[config.mk]
export PLATFORM = sky130hd
export DESIGN_NAME = flagged_addsub
export DESIGN_NICKNAME = d
export VERILOG_FILES = /design/src/rtl/addsub_pkg.sv /design/src/rtl/fa_cell.sv /design/src/rtl/ripple_chain.sv /design/src/rtl/status_unit.sv /design/src/rtl/flagged_addsub.sv
export SDC_FILE = /design/constraint.sdc
export NUM_CORES = 1
export LEC_CHECK = 0
export ABC_AREA = 1
export BUFFER_PORTS_ARGS = -buffer_cell sky130_fd_sc_hd__buf_2
export CAP_MARGIN = 20
export CORE_AREA = 2 2 39 41
export DETAILED_ROUTE_END_ITERATION = 8
export DIE_AREA = 0 0 41 43
export GPL_TIMING_DRIVEN = 0
export PLACE_DENSITY_LB_ADDON = 0.1
export SETUP_SLACK_MARGIN = 0.2
export SLEW_MARGIN = 25
export SYNTH_ARGS = -nofsm -noshare
export SYNTH_HDL_FRONTEND = slang
export SYNTH_HIERARCHICAL = 1
export SYNTH_SLANG_ARGS = --single-unit
[constraint.sdc]
create_clock -name vclk -period 3.75
set_clock_uncertainty 0.05 [all_clocks]
set_input_delay 0.1875 -clock vclk [all_inputs]
set_output_delay 0.1875 -clock vclk [all_outputs]
set_load 0.03 [all_outputs]
[src/rtl/addsub_pkg.sv]
package addsub_pkg;
  typedef struct packed {
    logic ovf;
    logic carry;
    logic zero;
    logic neg;
    logic odd;
  } status_t;
endpackage

[src/rtl/fa_cell.sv]
module fa_cell (
  input  logic a_i,
  input  logic b_i,
  input  logic c_i,
  output logic s_o,
  output logic c_o
);
  logic half;
  assign half = a_i ^ b_i;
  assign s_o  = half ^ c_i;
  assign c_o  = (a_i & b_i) | (half & c_i);
endmodule

[src/rtl/ripple_chain.sv]
module ripple_chain #(
  parameter int W = 4
) (
  input  logic [W-1:0] a_i,
  input  logic [W-1:0] b_i,
  input  logic         cin_i,
  output logic [W-1:0] sum_o,
  output logic         c_msb_o,
  output logic         c_pre_o
);
  logic [W:0] cy;
  assign cy[0] = cin_i;

  for (genvar g = 0; g < W; g++) begin : g_stage
    fa_cell u_fa (
      .a_i(a_i[g]),
      .b_i(b_i[g]),
      .c_i(cy[g]),
      .s_o(sum_o[g]),
      .c_o(cy[g+1])
    );
  end

  assign c_msb_o = cy[W];
  assign c_pre_o = cy[W-1];
endmodule

[src/rtl/status_unit.sv]
module status_unit
  import addsub_pkg::*;
#(
  parameter int W = 4
) (
  input  logic [W-1:0] sum_i,
  input  logic         c_msb_i,
  input  logic         c_pre_i,
  output status_t      st_o
);
  always_comb begin
    st_o.ovf   = c_msb_i ^ c_pre_i;
    st_o.carry = c_msb_i;
    st_o.zero  = ~|sum_i;
    st_o.neg   = sum_i[W-1];
    st_o.odd   = sum_i[0];
  end

  // a zero result can never carry a set sign bit
  always_comb begin
    a_r6_neg_not_zero: assert (!(st_o.neg && st_o.zero));
  end
endmodule

[src/rtl/flagged_addsub.sv]
module flagged_addsub
  import addsub_pkg::*;
#(
  parameter int W = 4
) (
  input  logic [W-1:0] x_i,
  input  logic [W-1:0] y_i,
  input  logic         sub_i,
  output logic [W-1:0] sum_o,
  output logic         ovf_o,
  output logic         carry_o,
  output logic         zero_o,
  output logic         neg_o,
  output logic         odd_o
);
  localparam int MSB = W - 1;

  logic [W-1:0] y_eff;
  logic         c_msb, c_pre;
  status_t      st;

  // conditional inversion of the second operand
  assign y_eff = y_i ^ {W{sub_i}};

  ripple_chain #(.W(W)) u_chain (
    .a_i    (x_i),
    .b_i    (y_eff),
    .cin_i  (sub_i),
    .sum_o  (sum_o),
    .c_msb_o(c_msb),
    .c_pre_o(c_pre)
  );

  status_unit #(.W(W)) u_status (
    .sum_i  (sum_o),
    .c_msb_i(c_msb),
    .c_pre_i(c_pre),
    .st_o   (st)
  );

  assign ovf_o   = st.ovf;
  assign carry_o = st.carry;
  assign zero_o  = st.zero;
  assign neg_o   = st.neg;
  assign odd_o   = st.odd;

  logic [W:0] add_ref, sub_ref;
  assign add_ref = {1'b0, x_i} + {1'b0, y_i};
  assign sub_ref = {1'b0, x_i} - {1'b0, y_i};

  always_comb begin
    if (!sub_i) begin
      a_r1_add_sum: assert (sum_o == add_ref[W-1:0]);
      a_r3_add_carry: assert (carry_o == add_ref[W]);
    end else begin
      a_r2_sub_sum: assert (sum_o == sub_ref[W-1:0]);
      a_r3_sub_carry: assert (carry_o == (x_i >= y_i));
    end
    a_r4_sign_ovf: assert (ovf_o == ((x_i[MSB] == y_eff[MSB]) && (sum_o[MSB] != x_i[MSB])));
    a_r7_odd_parity: assert (odd_o == (x_i[0] ^ y_i[0]));
    a_r5_zero_match: assert (zero_o == (sub_i ? (x_i == y_i) : (add_ref[W-1:0] == '0)));
  end
endmodule

# Word-level counts from Yosys, hierarchy flattened
# Index checks and enable logic that the tools add are counted.
# word_totals
input_bits,9
reg_bits,0
elab_cells,24
# op_classes
bitwise_logic,22
n_reduce_logical,2
# op_table
op,count
bitwise XOR 1 bit,9
bitwise AND 1 bit,8
bitwise OR 1 bit,4
OR reduction 4 bit,1
bitwise XOR 4 bit,1
logical NOT 1 bit,1

# Logic depth before layout (Yosys ltp)
# Gate-level depths: netlist of the first run.
# depth
word_depth,11
depth_mapped,10
mapped_depth_nobuf,10

# By module
# The synthesis of the first run kept the hierarchy.
# modules_own_cells
module,cells_each,seq_area_each_um2,instances,area_per_inst_um2
fa_cell,1,0.0,4,20.0
flagged_addsub,17,0.0,1,63.8
status_unit,14,0.0,1,63.8

# Least setup slack after synthesis of the first run
# Ideal clock, no wire load.
# synth_path
path_kind,in2out
from,in sub_i
to,out zero_o
t_arrival_ns,2.691
n_path_buf,0
stages,10
slack_ns,0.821
required_time_ns,3.513
cell_sequence,inv_2 > nand2_1 > nand2_1 > fa_1 > fa_1 > fa_1 > fa_1 > inv_1 > nand2_1 > nor2_1
# synth_between
elab_chain_len,11
# synth_lines
item,line_no,rtl
"start, declared",flagged_addsub.sv:8,"input logic sub_i,"
bitwise XOR 4 bit (*),flagged_addsub.sv:23,assign y_eff = y_i ^ {W{sub_i}};
net y_eff[0],flagged_addsub.sv:18,logic [W-1:0] y_eff;
bitwise XOR 1 bit,fa_cell.sv:9,assign half = a_i ^ b_i;
bitwise AND 1 bit,fa_cell.sv:11,assign c_o = (a_i & b_i) | (half & c_i);
bitwise OR 1 bit (*),fa_cell.sv:11,
net u_chain.cy[1],ripple_chain.sv:11,logic [W:0] cy;
bitwise AND 1 bit (*),fa_cell.sv:11,
bitwise OR 1 bit (*),fa_cell.sv:11,
net u_chain.cy[2],ripple_chain.sv:11,
bitwise AND 1 bit (*),fa_cell.sv:11,
bitwise OR 1 bit (*),fa_cell.sv:11,
net c_pre,flagged_addsub.sv:19,"logic c_msb, c_pre;"
bitwise XOR 1 bit (*),fa_cell.sv:10,assign s_o = half ^ c_i;
net sum_o[3],flagged_addsub.sv:9,"output logic [W-1:0] sum_o,"
OR reduction 4 bit (*),status_unit.sv:14,st_o.zero = ~|sum_i;
logical NOT 1 bit (*),status_unit.sv:14,
"end, declared",flagged_addsub.sv:12,"output logic zero_o,"
# Mark *: on every way through the listed nets, which the timed path passes. The rest lies on a longest branch.

# Worst setup path in the final report of the first run
# layout_path
from,in sub_i
to,out zero_o
# layout_between
elab_chain_len,11
# layout_lines
item,line_no
bitwise XOR 4 bit (*),flagged_addsub.sv:23
net y_eff[0],flagged_addsub.sv:18
bitwise XOR 1 bit,fa_cell.sv:9
bitwise AND 1 bit,fa_cell.sv:11
bitwise OR 1 bit (*),fa_cell.sv:11
net u_chain.cy[1],ripple_chain.sv:11
bitwise AND 1 bit (*),fa_cell.sv:11
bitwise OR 1 bit (*),fa_cell.sv:11
net u_chain.cy[2],ripple_chain.sv:11
bitwise AND 1 bit (*),fa_cell.sv:11
bitwise OR 1 bit (*),fa_cell.sv:11
net c_pre,flagged_addsub.sv:19
bitwise XOR 1 bit (*),fa_cell.sv:10
OR reduction 4 bit (*),status_unit.sv:14
logical NOT 1 bit (*),status_unit.sv:14
# Marks and branches as above.

==> results of run 1 <==
## where the power goes
group | switching, uW | total (uW) | internal (uW)
clock | 0 | 0 | 0
combinational | 65.3 | 101 | 35.4
sequential | 0 | 0 | 0
total | 65.3 | 101 | 35.4
## path summary, 6_finish.rpt
kind	end	slack [ns]
setup / recovery	zero_o	0.89
hold / removal	sum_o[2]	0.79
## critical path, cell delays in order
cell and delay (ns):
buf_2 0.15, inv_2 0.07, nand2_1 0.06, nand2_1 0.07, fa_1 0.40, fa_1 0.38
fa_1 0.42, fa_1 0.48, inv_1 0.07, nand2_1 0.05, nor2_1 0.09, buf_2 0.19
## metrics by stage
stage | hold slack (ns) | area (um^2) | utilization, % | total power (uW)
after global placement | 0.798 | 318 | 23.0 | 103
after global routing | 0.821 | 318 | 23.0 | 111
after detailed placement | 0.798 | 318 | 23.0 | 103
after CTS | 0.798 | 318 | 23.0 | 103
after floorplan | 0.667 | 208 | - | 79.8
final | 0.791 | 318 | 23.0 | 101
## synthesized netlist by cell type (all sizes together)
cell | number | area share, %
nand2 | 15 | 27
inv | 10 | 18
fa | 4 | 39
buf | 3 | 11
nor2 | 3 | 5.4
## cells by family (layout without fill, tap and decap cells)
family	Yosys count	count (layout)
simple gates	18	18
fa+ha+maj	4	4
buf+inv	13	31
## metal layers
layer  track usage [%]  wire length (um)
met1              6.77               167
met2              9.69               215
met3                 0                43
met4                 0                 0
met5                 0                 0
## placed cells by master, fill, tap and decap left out
cell	instances
nand2_1	15
inv_2	1
buf_2	18
inv_1	9
fa_1	4
nor2_1	3
buf_4	3
## layout make-up
cell class / instances / area share, %
Buffer: 3 / 7.09
Timing Repair Buffer: 18 / 28.3
Multi-Input combinational cell: 22 / 46.5
Inverter: 10 / 11.8
Tap cell: 16 / 6.30
==> impl_metrics.toml, run 1 <==
[routing]
post_drt_via_cell_ratio = 3.48
drt-pass1-iter-count = 1
drc = 0
finalWirelength_um = 427
route.detailed.wl_per_inst_um = 6.19
final_antenna_net_count = 0
drt_iter0_drc = 0
vias = 240

[clocking]
cts_hold_buf = 0
cts_resized = 0
post_cts_buffers = 0

[synthesis]
syn-num-nets = 48
synth_seq_area_share_pct = 0
synth-xor-area-share_pct = 0
synth_top_family_by_area = "adder cells"
yosys_warnings = 6
synth_area_um2 = 208
postSynthCellCount = 35
synthSimpleGateAreaFrac_pct = 32.5
synth_compound_area_share_pct = 0
synth_fa_ha_area_share_pct = 38.6
syn_avg_cell_area_um2 = 5.93
synth_cell_types = 6
muxShareOfSynthArea_pct = 0

[run_status]
status = "finished clean"

[global_route]
grt_max_degree = 7
grtUsageTotal_pct = 5.23
grt_pass1_vias = 184
antenna_found_initial = 0
grt_overflow = 0
grt_pass1_wl_um = 690

[setup_path]
worstPathArrival_ns = 2.63
worstSetupPathType = "input pin to output port"
startpoint = "sub_i"
crit_path_end_kind = "output port"
cp_max_fo = 6
critPathLaunchType = "input pin"
worstPathRequired_ns = 3.51

[sta]
tightest_slew_ns = 0.154
fmax_ghz = 0.349
min_period_ns = 2.86
rsz0062_at_grt = "false"
fin_ws_ns = 0.886
final.setup.tns_ns = 0
slew_violations = 0
fin_crit_sh_pct = 76.4
setup_violations = 0
hold_viol = 0
slew_headroom_pct = 89.8

[floorplanning]
rows = 14
core_area_um2 = 1380
die_area_um2 = 1760
die_w_um = 41
start_util_pct = 15.0
dieHeight_um = 43
pin_count = 18

[power_and_ir_drop]
power_leakage_uw = 0.000218
ir_drop_mv = 0.0856
power_density_nw_per_um2 = 317

[finish]
fin_nets = 68
multi_input_area_um2 = 148
fillers = 169
antenna_cells = 0
area.sequential_um2 = 0
area_growth_pct = 53.0
final_cells = 69
drive_above_1_share_pct = 41.5
seq_cells = 0
clock_buffers = 0

[placed_design]
place_worst_setup_slack_ns = 0.851
dpl.cell_count = 69
gp_congestion = 0.611
port_buffers = 18
dpl.hpwl_um = 408

[hold_path]
min-delay-start = "x_i[2]"
min_path_cells = 3
hold_class = "input pin to output port"

[flow_run]
cap_violations = 0
Power figures use the tool's default switching activity.
==> run 2: changes to the inputs <==
==> constraint.sdc (replaced) <==
create_clock -name vclk -period 2.4
set_clock_uncertainty 0.05 [all_clocks]
set_input_delay 0.12 -clock vclk [all_inputs]
set_output_delay 0.12 -clock vclk [all_outputs]
set_load 0.03 [all_outputs]
==> run 2 against run 1 <==
  * The flow now finishes with violations (negative setup slack)
  * Sequential share of layout area stayed put
  * Sequential cell count stayed put
  * Cell count is 4.3% higher
  * Via count is 1.7% higher
  * Wire length is 6.6% higher
  * Die area stayed put
  * Critical endpoint unchanged
  * Largest power group unchanged
==> impl_metrics.toml, run 2 (synthesis gave the netlist of run 1 again) <==
[setup_path]
crit_buf_inv = 4
worstPathArrival_ns = 2.26
critPathLaunchType = "input pin"
cpMostUsedCell = "fa_2"
crit_path_end_kind = "output port"
cp_cell_sequence = "buf_12 -> inv_12 -> nand2_4 -> nand2_2 -> fa_2 -> fa_2 -> fa_2 -> fa_2 -> inv_2 -> nand2_2 -> nor2_4 -> buf_6"
slowest_stage = "fa_2"
cpLargestDelayFamily = "adder cells"
worstPathRequired_ns = 2.23
critPathMaxStageDelay_ns = 0.56
crit_end = "zero_o"
cp_max_fo = 6
worstSetupPathType = "input pin to output port"
startpoint = "sub_i"
cp_num_cells = 12

[global_route]
grtUsageTotal_pct = 5.22
grt_pass1_vias = 188
grt_max_degree = 7
grt_pass1_wl_um = 690
antenna_found_initial = 0
grt_overflow = 0

[sta]
slew_violations = 0
fin_ws_ns = -0.0340
hold_viol = 0
setup_violations = 1
fmax_ghz = 0.411
fin_crit_sh_pct = 101
min_period_ns = 2.43
tightest_slew_ns = 0.157
rsz0062_at_grt = "true"
slew_headroom_pct = 89.6

[routing]
vias = 244
route.detailed.wl_per_inst_um = 6.32
drt_iter0_drc = 0
drc = 0
final_antenna_net_count = 0
post_drt_via_cell_ratio = 3.39
drt-pass1-iter-count = 1
finalWirelength_um = 455

[finish]
drive_above_1_share_pct = 71.4
seq_cells = 0
fin_nets = 71
multi_input_area_um2 = 198
fillers = 153
area.sequential_um2 = 0
antenna_cells = 0
final_cell_mix = "buf_2, nand2_1, inv_1"
clock_buffers = 0
layout_commonest_cell = "buf_2"
area_growth_pct = 123

[floorplanning]
dieHeight_um = 43
rows = 14
core_area_um2 = 1380
die_w_um = 41
die_area_um2 = 1760
start_util_pct = 15.0
pin_count = 18

[hold_path]
min-delay-start = "x_i[2]"
hold_class = "input pin to output port"

[placed_design]
port_buffers = 18
gp_congestion = 0.602
place_worst_setup_slack_ns = -0.401
dpl.hpwl_um = 405

[power_and_ir_drop]
power.total_uw = 215
power_leakage_uw = 0.000256
ir_drop_mv = 0.219
power_density_nw_per_um2 = 463

[flow_run]
cap_violations = 0

[run_status]
violations = "negative setup slack"
status = "finished with violations"
==> run 2: report_power, final <==
| group | internal [uW] | switching, uW |
|---|---|---|
| registers | 0 | 0 |
| clock network | 0 | 0 |
| logic | 91.7 | 123 |
==> run 2: what timing repair did <==
action | 4_1_cts | 5_1_grt
hold buffers | 0 | 0
pin swaps | 10 | 1
resized for setup | 18 | 3
endpoints found under the setup margin | 6 | 5
setup buffers | 2 | 1
==> run 2: layout make-up <==
cell class,instances,area share [%]
Tap cell,16,4.31
Multi-Input combinational cell,22,42.6
Timing Repair Buffer,21,35.0
Buffer,3,5.66
Inverter,10,12.4
==> run 2: routing by layer <==
layer	up-vias	track usage [%]	share of wire (%)
li1	136	-	-
met3	0	0	9.0
met2	10	9.69	50
met4	0	0	0
met5	-	0	0
met1	98	6.75	41
==> run 2: how the worst min path moves through the flow <==
stage | depth (start not counted) | slack (ns) | endpoint
5_1_grt | 3 | 0.70 | sum_o[2]
3_3_place_gp | 3 | 0.67 | sum_o[1]
3_5_place_dp | 3 | 0.67 | sum_o[2]
2_1_floorplan | 1 | 0.48 | sum_o[1]
6_report | 3 | 0.68 | sum_o[2]
4_1_cts | 3 | 0.69 | sum_o[2]
==> run 2: metrics by stage <==
step | hold WS (ns) | instance area [um^2] | std cells | util (%) | setup TNS (ns)
2_1_floorplan | 0.484 | 260 | 35 | - | -0.152
3_3_place_gp | 0.672 | 370 | 69 | 26.8 | -1.59
3_5_place_dp | 0.667 | 370 | 69 | 26.8 | -1.53
4_1_cts | 0.687 | 445 | 71 | 32.2 | -0.0627
5_1_grt | 0.697 | 464 | 72 | 33.5 | -0.185
6_report | 0.680 | 464 | 72 | 33.5 | -0.0340
